$ cat src/rtl/usb_tx_pkg.sv
package usb_tx_pkg;

  typedef enum logic [2:0] {
    ST_IDLE  = 3'd0,
    ST_SYNC  = 3'd1,
    ST_DATA  = 3'd2,
    ST_STUFF = 3'd3,
    ST_EOP   = 3'd4,
    ST_JIDLE = 3'd5
  } tx_state_e;

  // Strobes from the sequencer to the line datapath, all valid for one clock.
  typedef struct packed {
    logic startPkt;  // load the encoder with J and restart the bit timer
    logic emitBit;   // a new symbol enters the line
    logic bitVal;    // value of that symbol before NRZI
    logic emitEop;   // first end-of-packet bit time
    logic emitJ;     // closing J bit time
    logic endPkt;    // drop output-enable
  } tx_strobe_t;

endpackage

$ cat src/rtl/tx_line_path.sv
module tx_line_path
  import usb_tx_pkg::*;
#(
  parameter int CLKS_PER_BIT = 4,
  parameter int RUN_LIMIT    = 6
) (
  input  logic       clk,
  input  logic       rstN,
  input  tx_strobe_t strb,
  output logic       tick,
  output logic       onesFull,
  output logic       lineOut,
  output logic       enOut,
  output logic       eopOut
);

  localparam int TW       = (CLKS_PER_BIT > 1) ? $clog2(CLKS_PER_BIT) : 1;
  localparam int CW       = $clog2(RUN_LIMIT + 1);
  localparam int MAX_FLAT = (RUN_LIMIT + 1) * CLKS_PER_BIT;
  localparam int FW       = $clog2(MAX_FLAT + 1) + 1;
  localparam logic LVL_J  = 1'b1;

  logic [TW-1:0] timer;
  logic [CW-1:0] onesCnt;
  logic [CW-1:0] onesNext;
  logic          lineQ;
  logic          lineBase;
  logic          enQ;
  logic          eopQ;

  assign tick     = enQ && (timer == TW'(CLKS_PER_BIT - 1));
  assign onesFull = (onesCnt == CW'(RUN_LIMIT));

  // Bit timer: one symbol per CLKS_PER_BIT clocks.
  always_ff @(posedge clk) begin
    if (!rstN) begin
      timer <= '0;
    end else if (strb.startPkt) begin
      timer <= '0;
    end else if (enQ) begin
      timer <= tick ? '0 : timer + TW'(1);
    end
  end

  // Run-of-ones count, cleared by any zero symbol and at packet start.
  always_comb begin
    onesNext = strb.startPkt ? '0 : onesCnt;
    if (strb.emitBit) begin
      onesNext = strb.bitVal ? onesNext + CW'(1) : '0;
    end
  end

  always_ff @(posedge clk) begin
    if (!rstN) onesCnt <= '0;
    else       onesCnt <= onesNext;
  end

  // NRZI encoder and line state.
  assign lineBase = strb.startPkt ? LVL_J : lineQ;

  always_ff @(posedge clk) begin
    if (!rstN) begin
      lineQ <= LVL_J;
      enQ   <= 1'b0;
      eopQ  <= 1'b0;
    end else begin
      if (strb.emitBit) begin
        lineQ <= strb.bitVal ? lineBase : ~lineBase;
        eopQ  <= 1'b0;
      end else if (strb.emitEop) begin
        lineQ <= 1'b0;
        eopQ  <= 1'b1;
      end else if (strb.emitJ) begin
        lineQ <= LVL_J;
        eopQ  <= 1'b0;
      end else if (strb.endPkt) begin
        lineQ <= LVL_J;
        eopQ  <= 1'b0;
      end
      if (strb.startPkt)    enQ <= 1'b1;
      else if (strb.endPkt) enQ <= 1'b0;
    end
  end

  assign lineOut = lineQ;
  assign enOut   = enQ;
  assign eopOut  = eopQ;

  // Cycles since the last line change, used by the transition-density check.
  logic          linePrev;
  logic [FW-1:0] flatCnt;

  always_ff @(posedge clk) begin
    if (!rstN) begin
      linePrev <= LVL_J;
      flatCnt  <= '0;
    end else begin
      linePrev <= lineQ;
      if (!enQ || eopQ || (lineQ != linePrev)) flatCnt <= '0;
      else                                     flatCnt <= flatCnt + FW'(1);
    end
  end

  // the run count never exceeds the limit.
  a_r4_run_bound: assert property (@(posedge clk) disable iff (!rstN)
    onesCnt <= CW'(RUN_LIMIT));

  // a full run at a symbol edge is followed by a toggling zero.
  a_r6_stuff_toggles: assert property (@(posedge clk) disable iff (!rstN)
    (tick && onesFull) |=> (onesCnt == '0) && !eopQ && (lineQ != $past(lineQ)));

  // the line never sits flat for more than RUN_LIMIT+1 bit times.
  a_r9_transition_density: assert property (@(posedge clk) disable iff (!rstN)
    flatCnt < FW'(MAX_FLAT));

endmodule

$ cat src/rtl/tx_seq_ctrl.sv
module tx_seq_ctrl
  import usb_tx_pkg::*;
#(
  parameter int SYNC_LEN = 8,
  parameter int EOP_BITS = 2
) (
  input  logic       clk,
  input  logic       rstN,
  input  logic       tick,
  input  logic       onesFull,
  input  logic       pktStart,
  input  logic       txBit,
  input  logic       txLast,
  output tx_strobe_t strb,
  output logic       txReady
);

  localparam int SW = (SYNC_LEN > 1) ? $clog2(SYNC_LEN) : 1;
  localparam int EW = (EOP_BITS > 1) ? $clog2(EOP_BITS) : 1;
  localparam logic [SW-1:0] SYNC_LAST = SW'(SYNC_LEN - 1);
  localparam logic [EW-1:0] EOP_LAST  = EW'(EOP_BITS - 1);

  tx_state_e     state, stateN;
  logic [SW-1:0] syncIdx, syncIdxN;
  logic [EW-1:0] eopIdx, eopIdxN;
  logic          lastSent, lastSentN;
  logic          takeBit;

  // A packet bit is taken at the end of the current bit time.
  assign takeBit = ((state == ST_SYNC) && (syncIdx == SYNC_LAST) && !onesFull)
                 || ((state == ST_DATA) && !lastSent && !onesFull)
                 || ((state == ST_STUFF) && !lastSent);
  assign txReady = takeBit;

  always_comb begin
    strb      = '0;
    stateN    = state;
    syncIdxN  = syncIdx;
    eopIdxN   = eopIdx;
    lastSentN = lastSent;

    if (state == ST_IDLE) begin
      if (pktStart) begin
        strb.startPkt = 1'b1;
        strb.emitBit  = 1'b1;
        strb.bitVal   = (SYNC_LEN == 1);
        syncIdxN      = '0;
        lastSentN     = 1'b0;
        stateN        = ST_SYNC;
      end
    end else if (tick) begin
      if ((state == ST_SYNC) && (syncIdx != SYNC_LAST)) begin
        strb.emitBit = 1'b1;
        strb.bitVal  = (syncIdx + SW'(1) == SYNC_LAST);
        syncIdxN     = syncIdx + SW'(1);
      end else if (takeBit) begin
        strb.emitBit = 1'b1;
        strb.bitVal  = txBit;
        lastSentN    = txLast;
        stateN       = ST_DATA;
      end else if (((state == ST_SYNC) || (state == ST_DATA)) && onesFull) begin
        strb.emitBit = 1'b1;
        strb.bitVal  = 1'b0;
        stateN       = ST_STUFF;
      end else if ((state == ST_SYNC) || (state == ST_DATA) || (state == ST_STUFF)) begin
        strb.emitEop = 1'b1;
        eopIdxN      = '0;
        stateN       = ST_EOP;
      end else if (state == ST_EOP) begin
        if (eopIdx == EOP_LAST) begin
          strb.emitJ = 1'b1;
          stateN     = ST_JIDLE;
        end else begin
          eopIdxN = eopIdx + EW'(1);
        end
      end else begin
        strb.endPkt = 1'b1;
        stateN      = ST_IDLE;
      end
    end
  end

  always_ff @(posedge clk) begin
    if (!rstN) begin
      state    <= ST_IDLE;
      syncIdx  <= '0;
      eopIdx   <= '0;
      lastSent <= 1'b0;
    end else begin
      state    <= stateN;
      syncIdx  <= syncIdxN;
      eopIdx   <= eopIdxN;
      lastSent <= lastSentN;
    end
  end

  // no bit is taken once the final packet bit has gone out.
  a_r7_no_take_after_last: assert property (@(posedge clk) disable iff (!rstN)
    (lastSent && (state != ST_IDLE) && (state != ST_SYNC)) |-> !txReady);

  // a full run when the last bit has gone out leads to a stuff slot, not the marker.
  a_r6_stuff_before_eop: assert property (@(posedge clk) disable iff (!rstN)
    (tick && onesFull && lastSent && (state == ST_DATA)) |=> (state == ST_STUFF));

endmodule

$ cat src/rtl/usb_nrzi_stuff_tx.sv
module usb_nrzi_stuff_tx
  import usb_tx_pkg::*;
#(
  parameter int CLKS_PER_BIT = 4,
  parameter int RUN_LIMIT    = 6,
  parameter int SYNC_LEN     = 8,
  parameter int EOP_BITS     = 2
) (
  input  logic clk,
  input  logic rstN,
  input  logic pktStart,
  input  logic txBit,
  input  logic txLast,
  output logic txReady,
  output logic lineData,
  output logic lineEn,
  output logic lineEop
);

  tx_strobe_t strb;
  logic       tick;
  logic       onesFull;

  tx_seq_ctrl #(
    .SYNC_LEN (SYNC_LEN),
    .EOP_BITS (EOP_BITS)
  ) u_ctrl (
    .clk      (clk),
    .rstN     (rstN),
    .tick     (tick),
    .onesFull (onesFull),
    .pktStart (pktStart),
    .txBit    (txBit),
    .txLast   (txLast),
    .strb     (strb),
    .txReady  (txReady)
  );

  tx_line_path #(
    .CLKS_PER_BIT (CLKS_PER_BIT),
    .RUN_LIMIT    (RUN_LIMIT)
  ) u_path (
    .clk      (clk),
    .rstN     (rstN),
    .strb     (strb),
    .tick     (tick),
    .onesFull (onesFull),
    .lineOut  (lineData),
    .enOut    (lineEn),
    .eopOut   (lineEop)
  );

  // idle line rests at J with nothing requested upstream.
  a_r1_idle_rest: assert property (@(posedge clk) disable iff (!rstN)
    !lineEn |-> (lineData && !lineEop && !txReady));

  // ready stays low during the end-of-packet marker.
  a_r7_eop_not_ready: assert property (@(posedge clk) disable iff (!rstN)
    lineEop |-> !txReady);

  // the marker ends into a J bit time with the driver still enabled.
  a_r8_j_after_eop: assert property (@(posedge clk) disable iff (!rstN)
    $fell(lineEop) |-> (lineEn && lineData));

  // the marker drives the line low.
  a_r8_eop_low: assert property (@(posedge clk) disable iff (!rstN)
    lineEop |-> (lineEn && !lineData));

endmodule

$ cat config.mk
export PLATFORM = sky130hd
export DESIGN_NAME = usb_nrzi_stuff_tx
export DESIGN_NICKNAME = d
export VERILOG_FILES = /design/src/rtl/usb_tx_pkg.sv /design/src/rtl/tx_line_path.sv /design/src/rtl/tx_seq_ctrl.sv /design/src/rtl/usb_nrzi_stuff_tx.sv
export SDC_FILE = /design/constraint.sdc
export NUM_CORES = 1
export LEC_CHECK = 0
export BUFFER_PORTS_ARGS = -buffer_cell sky130_fd_sc_hd__buf_2
export CELL_PAD_IN_SITES_DETAIL_PLACEMENT = 1
export CELL_PAD_IN_SITES_GLOBAL_PLACEMENT = 2
export CORE_ASPECT_RATIO = 1.2
export CORE_UTILIZATION = 34
export DETAILED_ROUTE_END_ITERATION = 16
export MAX_ROUTING_LAYER = met4
export PLACE_DENSITY_LB_ADDON = 0.1
export SYNTH_ARGS = -nofsm -noshare
export SYNTH_HDL_FRONTEND = slang
export SYNTH_HIERARCHICAL = 1
export SYNTH_SLANG_ARGS = --single-unit
$ cat constraint.sdc
create_clock -name clk -period 2.2 [get_ports clk]
set_input_delay 0.33 -clock clk [delete_from_list [all_inputs] [get_ports clk]]
set_output_delay 0.33 -clock clk [all_outputs]
set_load 0.01 [all_outputs]
After elaboration in Yosys (flattened, before gate mapping):

Index checks and enable logic that the tools add are counted.

* output and inout port bits: 4
* word-level logic and storage cells: 110
* register bits: 16

* $add $sub $neg: 4
* reductions and logical operators: 28
* mux-type cells: 51
* bitwise operators: 6
* equality and inequality tests: 12

Operators with widths (number)
* $mux 3: 21
* $mux 1: 23
* $eq 3x3->1 const B: 4
* $mux 2: 6
* $reduce_bool 2->1: 5
* $logic_and 1x1->1: 8
* $reduce_and 4->1: 2
* $add 3x1->3 const B: 2
* $eq 3x2->1 const B: 2
* $ne 6x2->1 const B: 1
* $not 1->1: 6
* $reduce_and 6->1: 1
* $mux 5: 1
* $logic_or 1x1->1: 4
* $reduce_bool 4->1: 1
* $reduce_or 2->1: 2
* $eq 3x1->1 const B: 1
* $logic_not 3->1: 1
* $ne 3x3->1 const B: 1
* $reduce_and 3->1: 1
* $reduce_bool 3->1: 1
* $add 2x1->2 const B: 1
* $eq 2x2->1 const B: 1
* $logic_not 1->1: 2
* 3 further kinds: 3

Logic depth before layout (Yosys ltp):

Gate-level depths: netlist of run 1.

* depth in word-level cells: 13
* gate-level depth with buffers: 10

Hierarchy:

The synthesis of run 1 kept the hierarchy.

Modules (own cells, without submodules)
* tx_seq_ctrl: cells each 79, seq. area each 160.2 µm², times used 1, area each 628.1 µm²
* tx_line_path: cells each 43, seq. area each 160.2 µm², times used 1, area each 385.4 µm²

Least setup slack after synthesis of run 1:

No wires, ideal clock.

* path kind: register to register
* start: reg u_path.timer[0]
* end: reg u_path.onesCnt[2]
* path buffers: 1
* path slack: 0.204 ns
* stages on the path, launching flop included: 11
* library setup time: 0.059 ns
* period minus slack after synthesis: 1.996 ns
* arrival: 1.937 ns
* cell sequence: dfxtp_1 ha_1 and2_1 clkbuf_1 nand3_1 a21oi_1 a21oi_1 nor2_1 nand2_1 nor4bb_1 a31o_1

RTL lines
* from (decl): line tx_line_path.sv:23 `logic [TW-1:0] timer;`
* from (signal assigned): line tx_line_path.sv:41 `timer <= tick ? '0 : timer + TW'(1);`
* to (signal assigned): line tx_line_path.sv:55 `else onesCnt <= onesNext;`
* to (decl): line tx_line_path.sv:24 `logic [CW-1:0] onesCnt;`

==> metrics.md, run 1 <==
| Metric | Value |
|---|---|
| Hold Path Class | in -> reg |
| Yosys warnings | 6 |
| Die width | about 52 um |
| Later-pin clock latency in the skew report | approximately 0.29 ns |
| Via count | roughly 950 |
| Syn-to-layout area delta | 19.9% |
| Worst Tran Pin Value | roughly 0.37 ns |
| Worst Skew | ~0.0074 ns |
| Vias per cell | ~5.4 |
| Asr flop ratio synth | 0% |
| GRT Overall Usage | about a fifth |
| DR DRC count | 0 |
| Vias in the first global route | 911 |
| Worst Path Class, Setup | reg -> reg |
| Register area share after synthesis | between 30% and 40% |
| Diodes inserted | 0 |
| Max-slew violations | 0 |
| VDD IR max | about 0.32 mV |
| Syn_nets | about 130 |
| 1st-iter DRT viols | 25 |
| Core area | ~2800 um2 |
| Largest family of logic cells by synthesized area | simple AND/OR/NAND/NOR gates |
| Largest stage delay, worst path | about 0.37 ns |
| Post-detailed-route count of antenna-violating nets | 0 |
| Tmin final | ~2.0 ns |
| Post-layout util | approximately 43% |
| CTS Buf Count | 3 |
| Port bufs | 8 |
| Max-slew headroom | between 70 and 80% |
| Commonest non-fill, non-tap cells in the layout | dfxtp_1, buf_4, nor2_1 |
| Mux contribution to synthesized area | just under 2% |
| CP startpoint | u_ctrl/syncIdx[0]$_SDFFE_PN0P_ |
| Initial antenna violation count | 0 |
| Synth Area per Inst | 8.31 um2 |
| Pleak | 0.000493 uW |
| Final hold slack | ~0.31 ns |
| Clock Sinks | 16 |
| Largest net degree at the start of global routing | 12 |
| #FFs+latches synth | 16 |
| WP data arrival | 2.27 ns |
| Max_cap viols | 0 |
| Reg2reg path depth | 9 |
| Die height | roughly 62 um |
| Global placer's final weighted congestion | between 0.8 and 0.9 |
| Rows | 21 |
| Cell Chain, Critical Path | ha_1 -> ha_2 -> nand4bb_1 -> a31oi_4 -> a32oi_2 -> nor2_2 -> nand2_1 -> nor4bb_2 -> a31o_1 |
| CTS clk-pin slew, worst paths | approximately 0.11 ns |
| Critical-path maximum fanout | 5 |
| Share of layout cells above drive strength 1 | 24.1% |
| Detailed placement HPWL | about 2100 um |
| Initial core utilization | a little over a third |
| # fillers | 336 |
| Setup violators final | 0 |
| Worst Path Required | roughly 2.5 ns |
| Commonest non-fill, non-tap cell in the layout | dfxtp_1 |
| Synth Flop Type | dfxtp_1 |
| Compound-gate portion of the synthesized area | around a quarter |
| Gr ovfl total | 0 |
| First-pass GRT wire length | around 4400 um |
| R2R Setup Slk | 0.17 ns |
| Power Density | approximately 530 nW/um2 |
| CP endpoint kind | register |
| Post-synthesis adder-cell area fraction | slightly above 6% |
| FF-to-FF End | u_path/onesCnt[2]$_SDFF_PN0_ |
| I/O pins | 9 |
| Drt pass-1 iters | 5 |
| Status | completed |
| H-tree levels | 1 |
| Setup TNS | 0 ns |
| Synth Area in XOR/XNOR | 0% |
| Critical Path End | u_path/onesCnt[2]$_SDFF_PN0_ |
| Max Buffers Root-to-Sink | 2 |
| Routed WL | 2740 um |
| Post-synthesis cell type count | 41 |
| Root Buffer | clkbuf_4 |
| Cell Area, Synth | around 1000 um2 |
| CP max-delay cell | dfxtp_1 |
| Final Hold Vio Count | 0 |
| Die area | around 3200 um2 |
| Synth Area in Simple Gates | 29.0% |
| Period utilization | between 90% and 100% |
| Crit start category | register |
| Reg area | around 320 um2 |
| Hold-fix buffers, CTS | 0 |
| CTS tree | built |
| Area of the multi-input gates | about 660 um2 |
| Fmax achieved | 0.493 GHz |
| Nets | between 150 and 200 |
| EDFF count, synth | 0 |
| Reg2Reg Launch Point | u_ctrl/syncIdx[0]$_SDFFE_PN0P_ |
| Wirelength per Cell | 15.6 um |
| Syn Inst Count | ~120 |
-- cells by family after synthesis --
family,count (synthesis)
multiplexers,2
adder cells (fa/ha/maj),5
buffers and inverters,13
flip-flops,16
AO/OA/AOI/OAI,34
AND/OR/NAND/NOR,52
-- power by group --
group          total [uW]  internal, uW  switching (uW)  leakage (uW)
registers             322           302            19.1      0.000130
clock network         202           101             101     0.0000210
logic                 116          50.7            64.9      0.000341
total                 639           454             185      0.000493
-- layer usage --
metal | wire length (um) | global-route usage (%) | part of all wire [%] | vias to the layer above
met5 | 0 | - | 0 | -
met4 | 21 | 8.88 | 0.77 | 0
met3 | 83 | 2.19 | 3.0 | 2
met2 | 1370 | 33.7 | 50 | 17
met1 | 1260 | 23.2 | 46 | 454
li1 | - | - | - | 479
-- how the worst min path moves through the flow --
stage	startpoint	to	slack, ns	cells past startpoint
after floorplan	rstN	u_path/lineOut$_SDFFE_PN1P_	0.42	1
after global placement	u_ctrl/syncIdx[0]$_SDFFE_PN0P_	u_ctrl/syncIdx[0]$_SDFFE_PN0P_	0.47	2
after detailed placement	u_ctrl/syncIdx[0]$_SDFFE_PN0P_	u_ctrl/syncIdx[0]$_SDFFE_PN0P_	0.48	2
after CTS	txLast	u_ctrl/lastSent$_SDFFE_PN0P_	0.30	3
after global routing	txLast	u_ctrl/lastSent$_SDFFE_PN0P_	0.30	3
final	txLast	u_ctrl/lastSent$_SDFFE_PN0P_	0.31	3
-- cell usage after synthesis, drive strengths merged (3+ instances only) --
cell type,instances,share of area (%)
nor2b,8,4.9
inv,8,3.0
o21a,4,3.0
nor2,14,5.4
nand3,4,2.0
a211oi,3,2.7
o21ai,4,2.0
dfxtp,16,32
ha,5,6.2
a32oi,3,2.6
nand2b,4,2.5
buf,3,2.1
a21oi,8,4.0
nand2,8,3.0
-- through the flow --
stage | setup slack (ns) | instance area (um2) | total power, uW | instances
after floorplan | 0.204 | 1010 | 394 | 122
after global placement | 0.165 | 1140 | 440 | 169
after detailed placement | 0.0242 | 1140 | 443 | 169
after CTS | 0.0727 | 1180 | 651 | 173
after global routing | -0.0137 | 1210 | 679 | 175
final | 0.174 | 1210 | 639 | 175
-- worst max-delay path: cells and delay by family (launching register included) --
| kind | cells | cell delay (ns) |
|---|---|---|
| compound gates | 3 | 0.48 |
| flops | 1 | 0.37 |
| fa+ha+maj | 2 | 0.38 |
| simple gates | 4 | 0.75 |
-- what timing repair did --
action,in CTS,in global routing
setup endpoints to repair,1,2
buffers inserted,0,2
hold endpoints to repair,0,0
pin swaps,0,1
gates resized for setup,1,4
gates cloned,0,0
-- sequential cells by signal (all words and copies together), names as in the netlist --
register / flops
u_ctrl/syncIdx: 3
u_path/enOut: 1
u_path/eopOut: 1
u_ctrl/eopIdx: 1
u_path/timer: 2
u_path/lineOut: 1
u_ctrl/state: 3
u_path/onesCnt: 3
u_ctrl/lastSent: 1
-- cell type report --
class | count | area share (%)
flip-flops and latches | 16 | 26.4
inverters | 8 | 2.47
multi-input cells | 93 | 54.0
clock buffers | 4 | 2.99
well taps | 34 | 3.50
repair buffers | 20 | 10.7
No activity file was read; power rests on OpenSTA's default activity.
==> run 2: changes to the inputs <==
--- a/config.mk
+++ b/config.mk
@@ -9,10 +9,11 @@
 export CELL_PAD_IN_SITES_DETAIL_PLACEMENT = 1
 export CELL_PAD_IN_SITES_GLOBAL_PLACEMENT = 2
 export CORE_ASPECT_RATIO = 1.2
-export CORE_UTILIZATION = 34
+export CORE_UTILIZATION = 37
 export DETAILED_ROUTE_END_ITERATION = 16
 export MAX_ROUTING_LAYER = met4
 export PLACE_DENSITY_LB_ADDON = 0.1
+export SETUP_SLACK_MARGIN = 0.2
 export SYNTH_ARGS = -nofsm -noshare
 export SYNTH_HDL_FRONTEND = slang
 export SYNTH_HIERARCHICAL = 1
==> constraint.sdc (replaced) <==
create_clock -name clk -period 2.5 [get_ports clk]
set_input_delay 0.375 -clock clk [delete_from_list [all_inputs] [get_ports clk]]
set_output_delay 0.375 -clock clk [all_outputs]
set_load 0.01 [all_outputs]
==> metrics.md, run 2 (synthesis results as in run 1) <==
| Metric | Value |
|---|---|
| CP max-delay cell | dfxtp_1 (unchanged) |
| Crit start category | register (unchanged) |
| Wirelength per Cell | 16.1 um (was 15.6 um) |
| CTS tree | built (unchanged) |
| R2R Setup Slk | 0.44 ns (was 0.17 ns) |
| Core area | 2580 um2 (was 2810 um2) |
| CTS clk-pin slew, worst paths | 0.10 ns (was 0.11 ns) |
| WP data arrival | 2.30 ns (was 2.27 ns) |
| Power Density | 476 nW/um2 (was 526 nW/um2) |
| Drt pass-1 iters | 4 (was 5) |
| Max-slew violations | 0 (unchanged) |
| DR DRC count | 0 (unchanged) |
| Routed WL | 2740 um (about the same) |
| Commonest non-fill, non-tap cells in the layout | dfxtp_1, nor2_1 (was dfxtp_1, buf_4, nor2_1) |
| Critical-path maximum fanout | 5 (unchanged) |
| Vias per cell | 5.57 (was 5.44) |
| # fillers | 324 (was 336) |
| Syn-to-layout area delta | 15.7% (was 19.9%) |
| Gr ovfl total | 0 (unchanged) |
| Pleak | 0.000459 uW (was 0.000493 uW) |
| Reg2reg path depth | 9 (unchanged) |
| Status | completed (unchanged) |
| Reg2Reg Launch Point | u_ctrl/syncIdx[0]$_SDFFE_PN0P_ (unchanged) |
| Post-detailed-route count of antenna-violating nets | 0 (unchanged) |
| Tmin final | 2.06 ns (was 2.03 ns) |
| PostCTS Resize Cnt | 0 (was 1) |
| Root Buffer | clkbuf_4 (unchanged) |
| I/O pins | 9 (unchanged) |
| VDD IR max | 0.320 mV (was 0.318 mV) |
| Nets | 148 (was 152) |
| CTS Buf Count | 3 (unchanged) |
| Worst Path Required | 2.74 ns (was 2.45 ns) |
| Fmax achieved | 0.485 GHz (was 0.493 GHz) |
| Worst Tran Pin Value | 0.414 ns (was 0.373 ns) |
| Die height | 59.3 um (was 61.8 um) |
| FF-to-FF End | u_path/onesCnt[2]$_SDFF_PN0_ (unchanged) |
| Min-delay src | txLast (unchanged) |
| Placed Cells | 166 (was 169) |
| Global placer's final weighted congestion | 0.858 (was 0.848) |
| Diodes inserted | 0 (unchanged) |
| H-tree levels | 1 (unchanged) |
| Rows | 20 (was 21) |
| Cell Chain, Critical Path | ha_1 -> ha_2 -> nand4bb_1 -> a31oi_4 -> a32oi_1 -> nor2_2 -> nand2_1 -> nor4bb_1 -> a31o_1 (was ha_1 -> ha_2 -> nand4bb_1 -> a31oi_4 -> a32oi_2 -> nor2_2 -> nand2_1 -> nor4bb_2 -> a31o_1) |
| Vias in the first global route | 999 (was 911) |
| Via count | 947 (was 952) |
| Non-filler cells, final | 170 (was 175) |
| Share of layout cells above drive strength 1 | 21.2% (was 24.1%) |
| Hold-fix buffers, CTS | 0 (unchanged) |
| Largest regs | u_ctrl/state (3), u_ctrl/syncIdx (3), u_path/onesCnt (3) (unchanged) |
| GRT Overall Usage | 21.8% (was 19.7%) |
| Post-CTS Setup Repair Bufs | 0 (unchanged) |
| Max-slew headroom | 72.4% (was 75.1%) |
| Setup TNS | 0 ns (unchanged) |
| First-pass GRT wire length | 4630 um (was 4390 um) |
| Initial core utilization | 39.3% (was 36.0%) |
| Hold Path Sink | u_ctrl/lastSent$_SDFFE_PN0P_ (unchanged) |
| Port bufs | 8 (unchanged) |
| Setup violators final | 0 (unchanged) |
| Clock Sinks | 16 (unchanged) |
| Max Buffers Root-to-Sink | 2 (unchanged) |
| Detailed placement HPWL | 2060 um (was 2090 um) |
| RSZ-0062 raised after global routing | false |
| CP endpoint kind | register (unchanged) |
| Later-pin clock latency in the skew report | 0.29 ns (about the same) |
| Largest net degree at the start of global routing | 14 (was 12) |
| Commonest non-fill, non-tap cell in the layout | dfxtp_1 (unchanged) |
| Worst Path Class, Setup | reg -> reg (unchanged) |
| Initial antenna violation count | 0 (unchanged) |
| Die area | 2950 um2 (was 3200 um2) |
| Worst Skew | 0.00403 ns (was 0.00740 ns) |
| Period utilization | 82.5% (was 92.1%) |
| Hold Path Class | in -> reg (unchanged) |
| 1st-iter DRT viols | 25 (unchanged) |
| Final Hold Vio Count | 0 (unchanged) |
| Largest stage delay, worst path | 0.38 ns (was 0.37 ns) |
| Max_cap viols | 0 (unchanged) |
| Hold path depth | 3 (unchanged) |
| Die width | 49.8 um (was 51.8 um) |
## run 2: cell count changes in the layout (fill, tap and decap cells not counted)
cell / previous run / this run
buf_4: 12 / 8
a32oi_1: 2 / 3
a32oi_2: 1 / 0
clkinvlp_4: 0 / 1
dfxtp_1: 16 / 15
dfxtp_2: 0 / 1
inv_1: 8 / 7
nor2_1: 11 / 12
nor2_2: 3 / 2
nor4bb_1: 0 / 1
nor4bb_2: 1 / 0
## run 2: final cells by class
class	instances	area [um2]	area share (%)
multi-input combinational	93	639	54.5
tap	33	41.3	3.52
sequential	16	322	27.4
inverter	8	33.8	2.88
clock buffer	4	36.3	3.09
timing repair buffer	16	100	8.54
## run 2: worst max-delay path by stage
stage | end | depth (start not counted) | slack (ns) | start
finish | u_path/onesCnt[2]$_SDFF_PN0_ | 9 | 0.44 | u_ctrl/syncIdx[0]$_SDFFE_PN0P_
global route | u_path/onesCnt[2]$_SDFF_PN0_ | 9 | 0.23 | u_ctrl/syncIdx[0]$_SDFFE_PN0P_
CTS | u_path/onesCnt[2]$_SDFF_PN0_ | 9 | 0.28 | u_ctrl/syncIdx[0]$_SDFFE_PN0P_
detailed placement | u_path/onesCnt[2]$_SDFF_PN0_ | 7 | 0.32 | u_ctrl/state[1]$_SDFFE_PN0P_
global placement | u_path/onesCnt[1]$_SDFF_PN0_ | 8 | 0.45 | u_ctrl/state[1]$_SDFFE_PN0P_
floorplan | u_path/onesCnt[2]$_SDFF_PN0_ | 10 | 0.50 | u_path/timer[0]$_SDFFE_PP0P_
## run 2: metal layers
| metal | part of all wire, % | global-route usage [%] | routed length (um) | vias to the layer above |
|---|---|---|---|---|
| li1 | - | - | - | 470 |
| met1 | 44 | 23.8 | 1190 | 447 |
| met2 | 51 | 37.6 | 1400 | 24 |
| met3 | 3.1 | 3.59 | 86 | 6 |
| met4 | 2.2 | 11.8 | 59 | 0 |
| met5 | 0 | - | 0 | - |
## run 2: critical path: cells and delay by family, from the launching register on
kind | cells | cell delay [ns]
AND/OR/NAND/NOR | 4 | 0.76
AO/OA/AOI/OAI | 3 | 0.49
flip-flops | 1 | 0.38
adder cells (fa/ha/maj) | 2 | 0.39
## run 2: power breakdown
part / total, uW / switching (uW) / internal [uW]
Sequential: 282 / 16.3 / 266
Clock: 175 / 86.3 / 88.6
Combinational: 101 / 58.5 / 42.3
## run 2: per-stage QoR
stage	cell area, um2	utilization (%)	total power (uW)	hold slack [ns]	setup slack (ns)
4_1_cts	1160	45.1	566	0.365	0.283
2_1_floorplan	1010	-	347	0.449	0.504
6_report	1170	45.5	558	0.366	0.439
5_1_grt	1170	45.5	590	0.379	0.227
3_5_place_dp	1130	43.7	387	0.500	0.319
3_3_place_gp	1130	43.7	383	0.465	0.446
